File: src/rtl/usb_lm_pkg.sv
package usb_lm_pkg;
   typedef enum logic [1:0] {
      LS_SE0 = 2'b00,
      LS_J   = 2'b01,
      LS_K   = 2'b10,
      LS_SE1 = 2'b11
   } line_state_t;
endpackage

File: src/rtl/usb_lm_run_cnt.sv
module usb_lm_run_cnt #(
   parameter int THRESH = 22
) (
   input  logic clk,
   input  logic rst_n,
   input  logic tick_i,
   input  logic match_i,
   output logic reached_o
);
   localparam int W = $clog2(THRESH + 1);
   localparam logic [W-1:0] LAST = W'(THRESH - 1);
   localparam logic [W-1:0] FULL = W'(THRESH);

   generate
      if (THRESH < 2) begin : g_bad
         $error("usb_lm_run_cnt: THRESH must be at least 2");
      end
   endgenerate

   logic [W-1:0] cnt_q;

   always_ff @(posedge clk) begin
      if (!rst_n) begin
         cnt_q <= '0;
      end else if (tick_i) begin
         if (!match_i)          cnt_q <= '0;
         else if (cnt_q != FULL) cnt_q <= cnt_q + 1'b1;
      end
   end

   assign reached_o = tick_i && match_i && (cnt_q == LAST);
endmodule

File: src/rtl/usb_lm_device.sv
module usb_lm_device
   import usb_lm_pkg::*;
#(
   parameter int SUSP_MS = 3
) (
   input  logic        clk,
   input  logic        rst_n,
   input  logic        en_i,
   input  logic        tick_i,
   input  logic        ms_tick_i,
   input  line_state_t line_i,
   input  logic        se0_long_i,
   output logic        bus_reset_o,
   output logic        suspend_o
);
   localparam int MW = $clog2(SUSP_MS + 1);
   localparam logic [MW-1:0] MS_LAST = MW'(SUSP_MS - 1);
   localparam logic [MW-1:0] MS_FULL = MW'(SUSP_MS);

   generate
      if (SUSP_MS < 1) begin : g_bad
         $error("usb_lm_device: SUSP_MS must be at least 1");
      end
   endgenerate

   logic          armed_q;
   logic [MW-1:0] idle_ms_q;
   logic          busy;
   logic          rel;

   assign busy = tick_i && (line_i != LS_J);
   assign rel  = tick_i && (line_i == LS_J) && armed_q;

   always_ff @(posedge clk) begin
      if (!rst_n) begin
         armed_q     <= 1'b0;
         bus_reset_o <= 1'b0;
      end else begin
         bus_reset_o <= en_i && rel;
         if (!en_i)           armed_q <= 1'b0;
         else if (se0_long_i) armed_q <= 1'b1;
         else if (rel)        armed_q <= 1'b0;
      end
   end

   always_ff @(posedge clk) begin
      if (!rst_n) begin
         idle_ms_q <= '0;
         suspend_o <= 1'b0;
      end else begin
         suspend_o <= en_i && ms_tick_i && !busy && (idle_ms_q == MS_LAST);
         if (busy)
            idle_ms_q <= '0;
         else if (ms_tick_i && idle_ms_q != MS_FULL)
            idle_ms_q <= idle_ms_q + 1'b1;
      end
   end
endmodule

File: src/rtl/usb_lm_host.sv
module usb_lm_host (
   input  logic clk,
   input  logic rst_n,
   input  logic en_i,
   input  logic j_run_i,
   input  logic se0_run_i,
   output logic connect_o,
   output logic disconnect_o,
   output logic attached_o
);
   logic go_on;
   logic go_off;

   assign go_on  = en_i && !attached_o && j_run_i;
   assign go_off = en_i && attached_o && se0_run_i;

   always_ff @(posedge clk) begin
      if (!rst_n) begin
         attached_o   <= 1'b0;
         connect_o    <= 1'b0;
         disconnect_o <= 1'b0;
      end else begin
         connect_o    <= go_on;
         disconnect_o <= go_off;
         if (go_on)       attached_o <= 1'b1;
         else if (go_off) attached_o <= 1'b0;
      end
   end
endmodule

File: src/rtl/usb_line_monitor.sv
module usb_line_monitor
   import usb_lm_pkg::*;
#(
   parameter int RST_SAMPLES  = 60,
   parameter int HOST_SAMPLES = 22,
   parameter int SUSP_MS      = 3
) (
   input  logic       clk,
   input  logic       rst_n,
   input  logic       host_mode_i,
   input  logic       sample_tick_i,
   input  logic       ms_tick_i,
   input  logic [1:0] line_state_i,
   output logic       bus_reset_o,
   output logic       suspend_o,
   output logic       connect_o,
   output logic       disconnect_o,
   output logic       attached_o
);
   generate
      if (RST_SAMPLES <= HOST_SAMPLES) begin : g_bad_thr
         $error("usb_line_monitor: RST_SAMPLES must exceed HOST_SAMPLES");
      end
   endgenerate

   line_state_t ls;
   logic        host_q;
   logic        se0_long, se0_short, j_short;

   assign ls = line_state_t'(line_state_i);

   always_ff @(posedge clk) begin
      if (!rst_n) host_q <= host_mode_i;
   end

   usb_lm_run_cnt #(.THRESH(RST_SAMPLES)) u_se0_long (
      .clk(clk), .rst_n(rst_n), .tick_i(sample_tick_i),
      .match_i(ls == LS_SE0), .reached_o(se0_long));

   usb_lm_run_cnt #(.THRESH(HOST_SAMPLES)) u_se0_short (
      .clk(clk), .rst_n(rst_n), .tick_i(sample_tick_i),
      .match_i(ls == LS_SE0), .reached_o(se0_short));

   usb_lm_run_cnt #(.THRESH(HOST_SAMPLES)) u_j_short (
      .clk(clk), .rst_n(rst_n), .tick_i(sample_tick_i),
      .match_i(ls == LS_J), .reached_o(j_short));

   usb_lm_device #(.SUSP_MS(SUSP_MS)) u_dev (
      .clk(clk), .rst_n(rst_n), .en_i(!host_q), .tick_i(sample_tick_i),
      .ms_tick_i(ms_tick_i), .line_i(ls), .se0_long_i(se0_long),
      .bus_reset_o(bus_reset_o), .suspend_o(suspend_o));

   usb_lm_host u_host (
      .clk(clk), .rst_n(rst_n), .en_i(host_q),
      .j_run_i(j_short), .se0_run_i(se0_short),
      .connect_o(connect_o), .disconnect_o(disconnect_o),
      .attached_o(attached_o));
endmodule

File: config.mk
export PLATFORM = sky130hd
export DESIGN_NAME = usb_line_monitor
export DESIGN_NICKNAME = d
export VERILOG_FILES = /design/src/rtl/usb_lm_pkg.sv /design/src/rtl/usb_lm_run_cnt.sv /design/src/rtl/usb_lm_device.sv /design/src/rtl/usb_lm_host.sv /design/src/rtl/usb_line_monitor.sv
export SDC_FILE = /design/constraint.sdc
export NUM_CORES = 1
export LEC_CHECK = 0
export CAP_MARGIN = 20
export CORE_ASPECT_RATIO = 0.7
export CORE_MARGIN = 2
export CORE_UTILIZATION = 49
export CTS_CLUSTER_SIZE = 14
export DETAILED_ROUTE_END_ITERATION = 12
export HOLD_SLACK_MARGIN = 0.15
export PLACE_DENSITY = 0.72
export SLEW_MARGIN = 20
export SYNTH_ARGS = -nofsm -noshare
export SYNTH_HDL_FRONTEND = slang
export SYNTH_SLANG_ARGS = --single-unit
File: constraint.sdc
create_clock -name clk -period 1.4 [get_ports clk]
set_input_delay 0.28 -clock clk [delete_from_list [all_inputs] [get_ports clk]]
set_output_delay 0.28 -clock clk [all_outputs]
set_load 0.02 [all_outputs]
==> out/summary.txt, run 1 <==
Status: finished, violations left
Failing checks: setup timing
DRT iter0 DRCs: 96
Via-per-instance ratio: 5.98
Count leader, synth: dfxtp_1
Max_cap viols: 0
DP Area: 1570 um2
Total track usage: 22.1%
DR WL/cell: 14.7 um
Slew HR: 74.3%
Required time worst endpoint: 1.59 ns
Die Y: 47.3 um
Final Setup Violations: 1
Final Hold Fails: 0
Synth-to-layout area growth: 28.3%
Worst Path Buf+Inv: 1
Yosys warning count: 0
Core area: 2500 um2
Fmax: 684 MHz
Rows: 15
I/O pins: 12
Fin. max-slew vios: 0
Post-Layout Cell Count: 212
Syn_nets: 167
Die Area: 3110 um2
Root Driver: clkbuf_8
Mean area per synthesized cell: 8.74 um2
IO buf count: 11
GPL Wtd Cong: 0.855
CTS Buf Count: 3
DRC viols: 0
Worst-margin pin slew: 0.385 ns
Reg-to-reg slack, setup: -0.06 ns
Worst Hold Path Cells: 1
Cell area after synthesis: 1310 um2
Setup repair after global routing missed its margin: true
Ant. Diodes: 0
Hold_sp: u_dev.armed_q$_SDFFE_PP0P_
Die X-Extent: 65.8 um
Layout cells sized above 1: 18.5%
FF-to-FF Start: u_se0_short.cnt_q[0]$_SDFFE_PN0P_
Slowest stage delay, CP: 0.51 ns
Final net count: 196
CTS tree: done
Initial Util: 52.5%
Commonest cells post-synth: dfxtp_1 (24), inv_1 (12), nand2_1 (12), ha_1 (10), nand3_1 (10)
H-tree depth: 1
Yosys cell types: 36
Worst vdd ir: 0.665 mV
Ranking of synthesized cells by area: dfxtp_1 (37%), ha_1 (9.5%), nand3_1 (3.8%)
#FFs+latches synth: 25
Crit path DAT: 1.65 ns
Gr ovfl total: 0
Crit path max fanout: 4
Worst Skew: 0.00882 ns
EDFF count, synth: 1
Synth Flop Type: dfxtp_1
Pleak: 0.670 nW
Tcrit/Tclk final: 104%
Vias in the first global route: 1,155
First-pass GRT wire length: 5110 um
Critical path type: reg2reg
Crit end category: flip-flop
Pre-CTS WS: -0.519 ns
FF-to-FF path depth: 5
Synthesized instance count: 150
Cell taking the most area after synthesis: dfxtp_1
Placed cell count: 206
Pwr dens: 789 nW/um2
Hold WC Path Type: reg2reg
Post-Route WL: 3110 um
Post-synthesis sequential area ratio: 38.9%
Post-route antenna net violation count: 0
Fin area: 1680 um2
CP Cell Sequence: inv_2 > ha_4 > and4b_2 > or4_4 > o311ai_4
Crit-path slowest cell: or4_4
Cell family with most CP delay: simple AND/OR/NAND/NOR gates
Total iterations of the first detailed-routing run: 5
Fin worst setup slack: -0.0612 ns
Reg clk slew, reported paths: 0.10 ns
Period minus WS final: 1.46 ns
Clock Sink Count: 25
Utilization after layout: 67.4%
CP Launch Type: flip-flop
Reg-to-reg endpoint: u_se0_short.cnt_q[1]$_SDFFE_PN0P_
CTS Buffer Depth: 2
Via count: 1,267
Yosys top cell area share: 36.6%
Hpwl dp: 2240 um
Setup TNS: -0.0612 ns
Post-synth ARST share: 0%
WHS Endpoint: u_dev.bus_reset_o$_SDFF_PN0_
Initial antenna violation count: 0
Largest net degree at the start of global routing: 22
Worst-Skew Late Latency: 0.28 ns
==> cell type report <==
cell class                      count  area (um2)
Multi-Input combinational cell    107         790
Tap cell                           34        42.5
Sequential cell                    25         513
Clock buffer                        3        41.3
Clock inverter                      1        7.51
Fill cell                         213         813
Inverter                           12        45.0
Timing Repair Buffer               30         244
==> how the worst max path moves through the flow <==
| stage | depth (start not counted) | startpoint | endpoint |
|---|---|---|---|
| floorplan | 4 | u_se0_short.cnt_q[0]$_SDFFE_PN0P_ | u_se0_short.cnt_q[1]$_SDFFE_PN0P_ |
| detailed placement | 4 | sample_tick_i | u_se0_short.cnt_q[1]$_SDFFE_PN0P_ |
| finish | 5 | u_se0_short.cnt_q[0]$_SDFFE_PN0P_ | u_se0_short.cnt_q[1]$_SDFFE_PN0P_ |
| CTS | 4 | line_state_i[1] | u_se0_short.cnt_q[1]$_SDFFE_PN0P_ |
| global placement | 4 | sample_tick_i | u_se0_short.cnt_q[1]$_SDFFE_PN0P_ |
| global route | 5 | u_se0_short.cnt_q[0]$_SDFFE_PN0P_ | u_se0_short.cnt_q[1]$_SDFFE_PN0P_ |
==> state kept, by name, summed over array words and instances, names as in the netlist <==
name,flops
u_se0_long.cnt_q,6
host_q,1
u_host.disconnect_o,1
u_se0_short.cnt_q,5
u_dev.idle_ms_q,2
u_host.attached_o,1
u_j_short.cnt_q,5
u_dev.armed_q,1
u_host.connect_o,1
u_dev.suspend_o,1
u_dev.bus_reset_o,1
==> cell families (layout without fill, tap and decap cells) <==
| group | after synthesis | count (layout) | share of synthesized area, % |
|---|---|---|---|
| and+or+nand+nor | 60 | 60 | 26.1 |
| AOI/OAI and AO/OA | 35 | 35 | 18.9 |
| DFF | 25 | 25 | 38.9 |
| buffers and inverters | 18 | 46 | 5.15 |
| adders and majority gates | 10 | 10 | 9.54 |
| xor gates and xnor gates | 1 | 1 | 0.668 |
| muxes | 1 | 1 | 0.763 |
==> through the flow <==
| step | hold WS, ns | power (W) |
|---|---|---|
| global placement | 0.491 | 0.000878 |
| detailed placement | 0.490 | 0.000885 |
| CTS | 0.486 | 0.00133 |
| finish | 0.509 | 0.00133 |
| floorplan | 0.379 | 0.000817 |
| global route | 0.531 | 0.00138 |
==> power by group <==
group          total, W  internal [W]  switching, W
combinational  0.000141     0.0000634     0.0000778
clock          0.000451      0.000202      0.000249
sequential     0.000736      0.000726    0.00000959
total           0.00133      0.000992      0.000336
==> metal layers <==
metal / vias to the layer above / wire, um / GRT usage, % / part of all wire, %
li1: 615 / - / - / -
met1: 601 / 1520 / 28.4 / 49
met2: 42 / 1390 / 37.8 / 45
met3: 9 / 151 / 4.56 / 4.9
met4: 0 / 46 / 8.33 / 1.5
met5: - / 0 / 0 / 0
==> worst reg2reg max path: cells and delay by family, from the launching register on <==
kind | cells | cell delay, ns
adders and majority gates | 1 | 0.14
DFF | 1 | 0.35
AOI/OAI and AO/OA | 1 | 0.10
buffers and inverters | 1 | 0.05
and+or+nand+nor | 2 | 0.74
==> cell usage in the layout (no fill, tap or decap), drive strengths merged, types with 2 or more instances in the layout <==
master / n
nor3: 4
nand4: 3
clkbuf: 3
and4b: 2
o22ai: 2
or4: 4
o31a: 3
o311ai: 3
and2: 2
dlygate4sd2: 7
nand2: 12
buf: 19
nor4: 3
inv: 12
dfxtp: 24
clkdlybuf4s50: 3
nor2b: 4
o31ai: 3
and3b: 2
nor2: 6
ha: 10
o32ai: 3
nand3: 10
o21ai: 5
a31oi: 2
and3: 3
a211oi: 4
and4: 2
a21oi: 6
==> what timing repair did <==
item / CTS / global route
hold buffers: 0 / 0
pin swaps: 2 / 3
setup buffers: 0 / 2
endpoints found under the setup margin: 13 / 8
resized for setup: 13 / 10
Power figures use the tool's default switching activity.
==> inputs of run 2 (changes only) <==
--- a/config.mk
+++ b/config.mk
@@ -5,10 +5,12 @@
 export SDC_FILE = /design/constraint.sdc
 export NUM_CORES = 1
 export LEC_CHECK = 0
+export ABC_AREA = 1
 export CAP_MARGIN = 20
 export CORE_ASPECT_RATIO = 0.7
 export CORE_MARGIN = 2
 export CORE_UTILIZATION = 49
+export CTS_CLUSTER_DIAMETER = 120
 export CTS_CLUSTER_SIZE = 14
 export DETAILED_ROUTE_END_ITERATION = 12
 export HOLD_SLACK_MARGIN = 0.15
==> constraint.sdc (replaced) <==
create_clock -name clk -period 1.4 [get_ports clk]
set_input_delay 0.14 -clock clk [delete_from_list [all_inputs] [get_ports clk]]
set_output_delay 0.14 -clock clk [all_outputs]
set_load 0.02 [all_outputs]
==> run 2 against run 1 <==
Against the previous run:
- clock power down 5.3%
- worst hold slack worse by 0.083 ns
- critical path depth fell by 4
- the run now ends clean
- final area increased by 0.74%
- clock skew shrank 0.0038 ns
==> out/summary.txt, run 2 <==
Via count: 1,302 (was 1,267)
Clock share of power: 32.4% (was 34.0%)
Clock Sink Count: 25 (unchanged)
#FFs+latches synth: 25 (unchanged)
Yosys top cell area share: 33.4% (was 36.6%)
Mean area per synthesized cell: 7.16 um2 (was 8.74 um2)
CTS tree: done (unchanged)
Synth-to-layout area growth: 17.8% (was 28.3%)
Fmax: 752 MHz (was 684 MHz)
Cell-internal power: 0.000991 W (was 0.000992 W)
Post-synthesis sequential area ratio: 35.5% (was 38.9%)
EDFF count, synth: 1 (unchanged)
Core area: 2800 um2 (was 2500 um2)
Largest registers: u_se0_long.cnt_q: 6 flops, u_j_short.cnt_q: 5 flops, u_se0_short.cnt_q: 5 flops (unchanged)
Reg clk slew, reported paths: 0.09 ns (was 0.10 ns)
DR WL/cell: 11.3 um (was 14.7 um)
WHS Endpoint: host_q$_DFFE_PN_ (was u_dev.bus_reset_o$_SDFF_PN0_)
I/O pins: 12 (unchanged)
Rows: 16 (was 15)
Reg power frac: 56.4% (was 55.4%)
Yosys warning count: 0 (unchanged)
Max_cap viols: 0 (unchanged)
Worst Hold Path Cells: 1 (unchanged)
Pwr dens: 775 nW/um2 (was 789 nW/um2)
Slowest stage delay, CP: 0.60 ns (was 0.51 ns)
Setup TNS: 0 ns (was -0.0612 ns)
Synth Flop Type: dfxtp_1 (unchanged)
Final Setup Violations: 0 (was 1)
Hpwl dp: 2220 um (was 2240 um)
CP Cell Sequence: clkdlybuf4s50_1 (was inv_2 > ha_4 > and4b_2 > or4_4 > o311ai_4)
Post-Route WL: 2920 um (was 3110 um)
Period minus WS final: 1.33 ns (was 1.46 ns)
DRC viols: 0 (unchanged)
Vias in the first global route: 1,121 (was 1,155)
Total iterations of the first detailed-routing run: 4 (was 5)
Fin Hold WS: 0.425 ns (was 0.509 ns)
Die Area: 3390 um2 (was 3110 um2)
Worst vdd ir: 0.608 mV (was 0.665 mV)
Setup repair after global routing missed its margin: false (was true)
Cell family with most CP delay: buffers and inverters (was simple AND/OR/NAND/NOR gates)
Most flops, register: u_se0_long.cnt_q (unchanged)
Hold_sp: host_mode_i (was u_dev.armed_q$_SDFFE_PP0P_)
Layout cells sized above 1: 18.0% (was 18.5%)
Switching share of power: 24.7% (was 25.3%)
Reg-to-reg slack, setup: 0.17 ns (was -0.06 ns)
FF-to-FF Start: u_se0_long.cnt_q[0]$_SDFFE_PN0P_ (was u_se0_short.cnt_q[0]$_SDFFE_PN0P_)
Total track usage: 18.5% (was 22.1%)
Ranking of synthesized cells by area: dfxtp_1 (33%), nand2_1 (11%), ha_1 (8.7%) (was dfxtp_1 (37%), ha_1 (9.5%), nand3_1 (3.8%))
Largest net degree at the start of global routing: 15 (was 22)
IO buf count: 11 (unchanged)
Final Hold Fails: 0 (unchanged)
Pleak: 0.748 nW (was 0.670 nW)
Combinational fraction of design power: 11.1% (was 10.6%)
Cell area after synthesis: 1440 um2 (was 1310 um2)
Worst Skew: 0.00507 ns (was 0.00882 ns)
CTS Buffer Depth: 2 (unchanged)
Register area: 513 um2 (unchanged)
CP Launch Type: flip-flop (unchanged)
GPL Wtd Cong: 0.890 (was 0.855)
Synthesized instance count: 201 (was 150)
Commonest cells after routing, fill and taps aside: nand2_1 (44), inv_1 (26), nand3_1 (22), dfxtp_1 (22), a21oi_1 (15) (was dfxtp_1 (22), buf_4 (19), nand2_1 (12), inv_1 (11), nand3_1 (10))
Post-synth ARST share: 0% (unchanged)
Utilization after layout: 60.5% (was 67.4%)
Most common cell after layout, fill and taps aside: nand2_1 (was dfxtp_1)
Count leader, synth: nand2_1 (was dfxtp_1)
Syn_nets: 218 (was 167)
Yosys cell types: 28 (was 36)
Ant. Diodes: 0 (unchanged)
Post-route antenna net violation count: 0 (unchanged)
Gr ovfl total: 0 (unchanged)
Placed cell count: 254 (was 206)
Cell taking the most area after synthesis: dfxtp_1 (unchanged)
Die Y: 49.3 um (was 47.3 um)
Multi-input gate area: 783 um2 (was 790 um2)
Critical path type: reg2out (was reg2reg)
Commonest cells post-synth: nand2_1 (44), inv_1 (26), dfxtp_1 (24), nand3_1 (22), a21oi_1 (15) (was dfxtp_1 (24), inv_1 (12), nand2_1 (12), ha_1 (10), nand3_1 (10))
Crit end category: output pin (was flip-flop)
Initial antenna violation count: 0 (unchanged)
Final net count: 240 (was 196)
Reg-to-reg endpoint: u_se0_long.cnt_q[5]$_SDFFE_PN0P_ (was u_se0_short.cnt_q[1]$_SDFFE_PN0P_)
FF-to-FF path depth: 8 (was 5)
Status: finished clean (was finished, violations left)
Max reg flops: 6 (unchanged)
Initial Util: 51.3% (was 52.5%)
Worst Path Buf+Inv: 1 (unchanged)
Fillers: 245 (was 213)
Post-Layout Cell Count: 258 (was 212)
Crit path max fanout: 1 (was 4)
Tcrit/Tclk final: 94.9% (was 104%)
Net Sw Power: 0.000324 W (was 0.000336 W)
First-pass GRT wire length: 4800 um (was 5110 um)
Slew HR: 79.9% (was 74.3%)
Root Driver: clkbuf_8 (unchanged)
Via-per-instance ratio: 5.05 (was 5.98)
CTS Buf Count: 3 (unchanged)
Post-CTS Setup Inserts: 0 (unchanged)
Worst-Skew Late Latency: 0.27 ns (was 0.28 ns)
Die X-Extent: 68.8 um (was 65.8 um)
DRT iter0 DRCs: 70 (was 96)
Fin. max-slew vios: 0 (unchanged)
H-tree depth: 1 (unchanged)
Crit-path slowest cell: clkdlybuf4s50_1 (was or4_4)
Worst-margin pin slew: 0.300 ns (was 0.385 ns)
Crit path DAT: 1.19 ns (was 1.65 ns)
Hold WC Path Type: in2reg (was reg2reg)
Required time worst endpoint: 1.26 ns (was 1.59 ns)
-- run 2: cell types whose count changed in the layout (fill, tap and decap cells not counted), sizes merged, moves of 4 or more --
cell / change
nand2: +37
inv: +22
nand3: +14
nor2: +14
a21oi: +10
buf: -10
clkdlybuf4s50: +7
dlygate4sd2: -6
a211oi: -4
nor2b: -4
or4: -4
-- run 2: area by class of cell --
cell class	count	area share, %
clock buffer	3	2.44
clock inverter	1	0.295
inverter	35	7.75
multi-input combinational	138	46.2
sequential	25	30.3
tap	36	2.66
timing repair buffer	20	10.4
-- run 2: through the flow --
| step | total power, W | setup WS, ns | cell area [um2] |
|---|---|---|---|
| floorplan | 0.000840 | 0.243 | 1440 |
| global placement | 0.000899 | -0.0312 | 1650 |
| detailed placement | 0.000904 | -0.0533 | 1650 |
| CTS | 0.00133 | 0.0533 | 1690 |
| global route | 0.00139 | 0.0138 | 1700 |
| finish | 0.00131 | 0.0708 | 1700 |
-- run 2: what timing repair did --
action | 4_1_cts | 5_1_grt
setup endpoints to repair | 1 | 3
resized for setup | 1 | 2
cloned | 0 | 0
hold buffers | 0 | 0
-- run 2: kinds of logic (layout without fill, tap and decap cells) --
logic type / Yosys count / count (layout) / synth area share (%)
compound gates: 22 / 22 / 8.61
xor+xnor: 3 / 3 / 1.83
fa+ha+maj: 10 / 10 / 8.70
buf+inv: 38 / 59 / 10.1
flops: 25 / 25 / 35.5
simple gates: 103 / 103 / 35.3
-- run 2: worst max path at each step --
stage,slack (ns),cells after the start,start,end
floorplan,0.24,8,u_se0_short.cnt_q[0]$_SDFFE_PN0P_,u_se0_short.cnt_q[2]$_SDFFE_PN0P_
global placement,-0.03,7,line_state_i[1],u_host.attached_o$_SDFFE_PN0P_
detailed placement,-0.05,7,line_state_i[1],u_host.attached_o$_SDFFE_PN0P_
CTS,0.05,1,u_host.disconnect_o$_SDFF_PN0_,disconnect_o
global route,0.01,1,u_dev.bus_reset_o$_SDFF_PN0_,bus_reset_o
finish,0.07,1,u_host.disconnect_o$_SDFF_PN0_,disconnect_o
-- run 2: layer usage --
metal	wire, um	GRT usage, %	vias up	part of all wire, %
li1	-	-	683	-
met1	1500	25.7	584	51
met2	1250	29.3	32	43
met3	161	5.54	3	5.5
met4	9	1.96	0	0.31
met5	0	0	-	0
-- run 2: power groups by stage --
stage,clock (W),sequential [W],combinational [W]
after floorplan,0,0.000756,0.0000840
after global placement,0,0.000757,0.000142
after detailed placement,0,0.000758,0.000146
after CTS,0.000447,0.000741,0.000147
after global routing,0.000482,0.000744,0.000164
final,0.000427,0.000742,0.000146
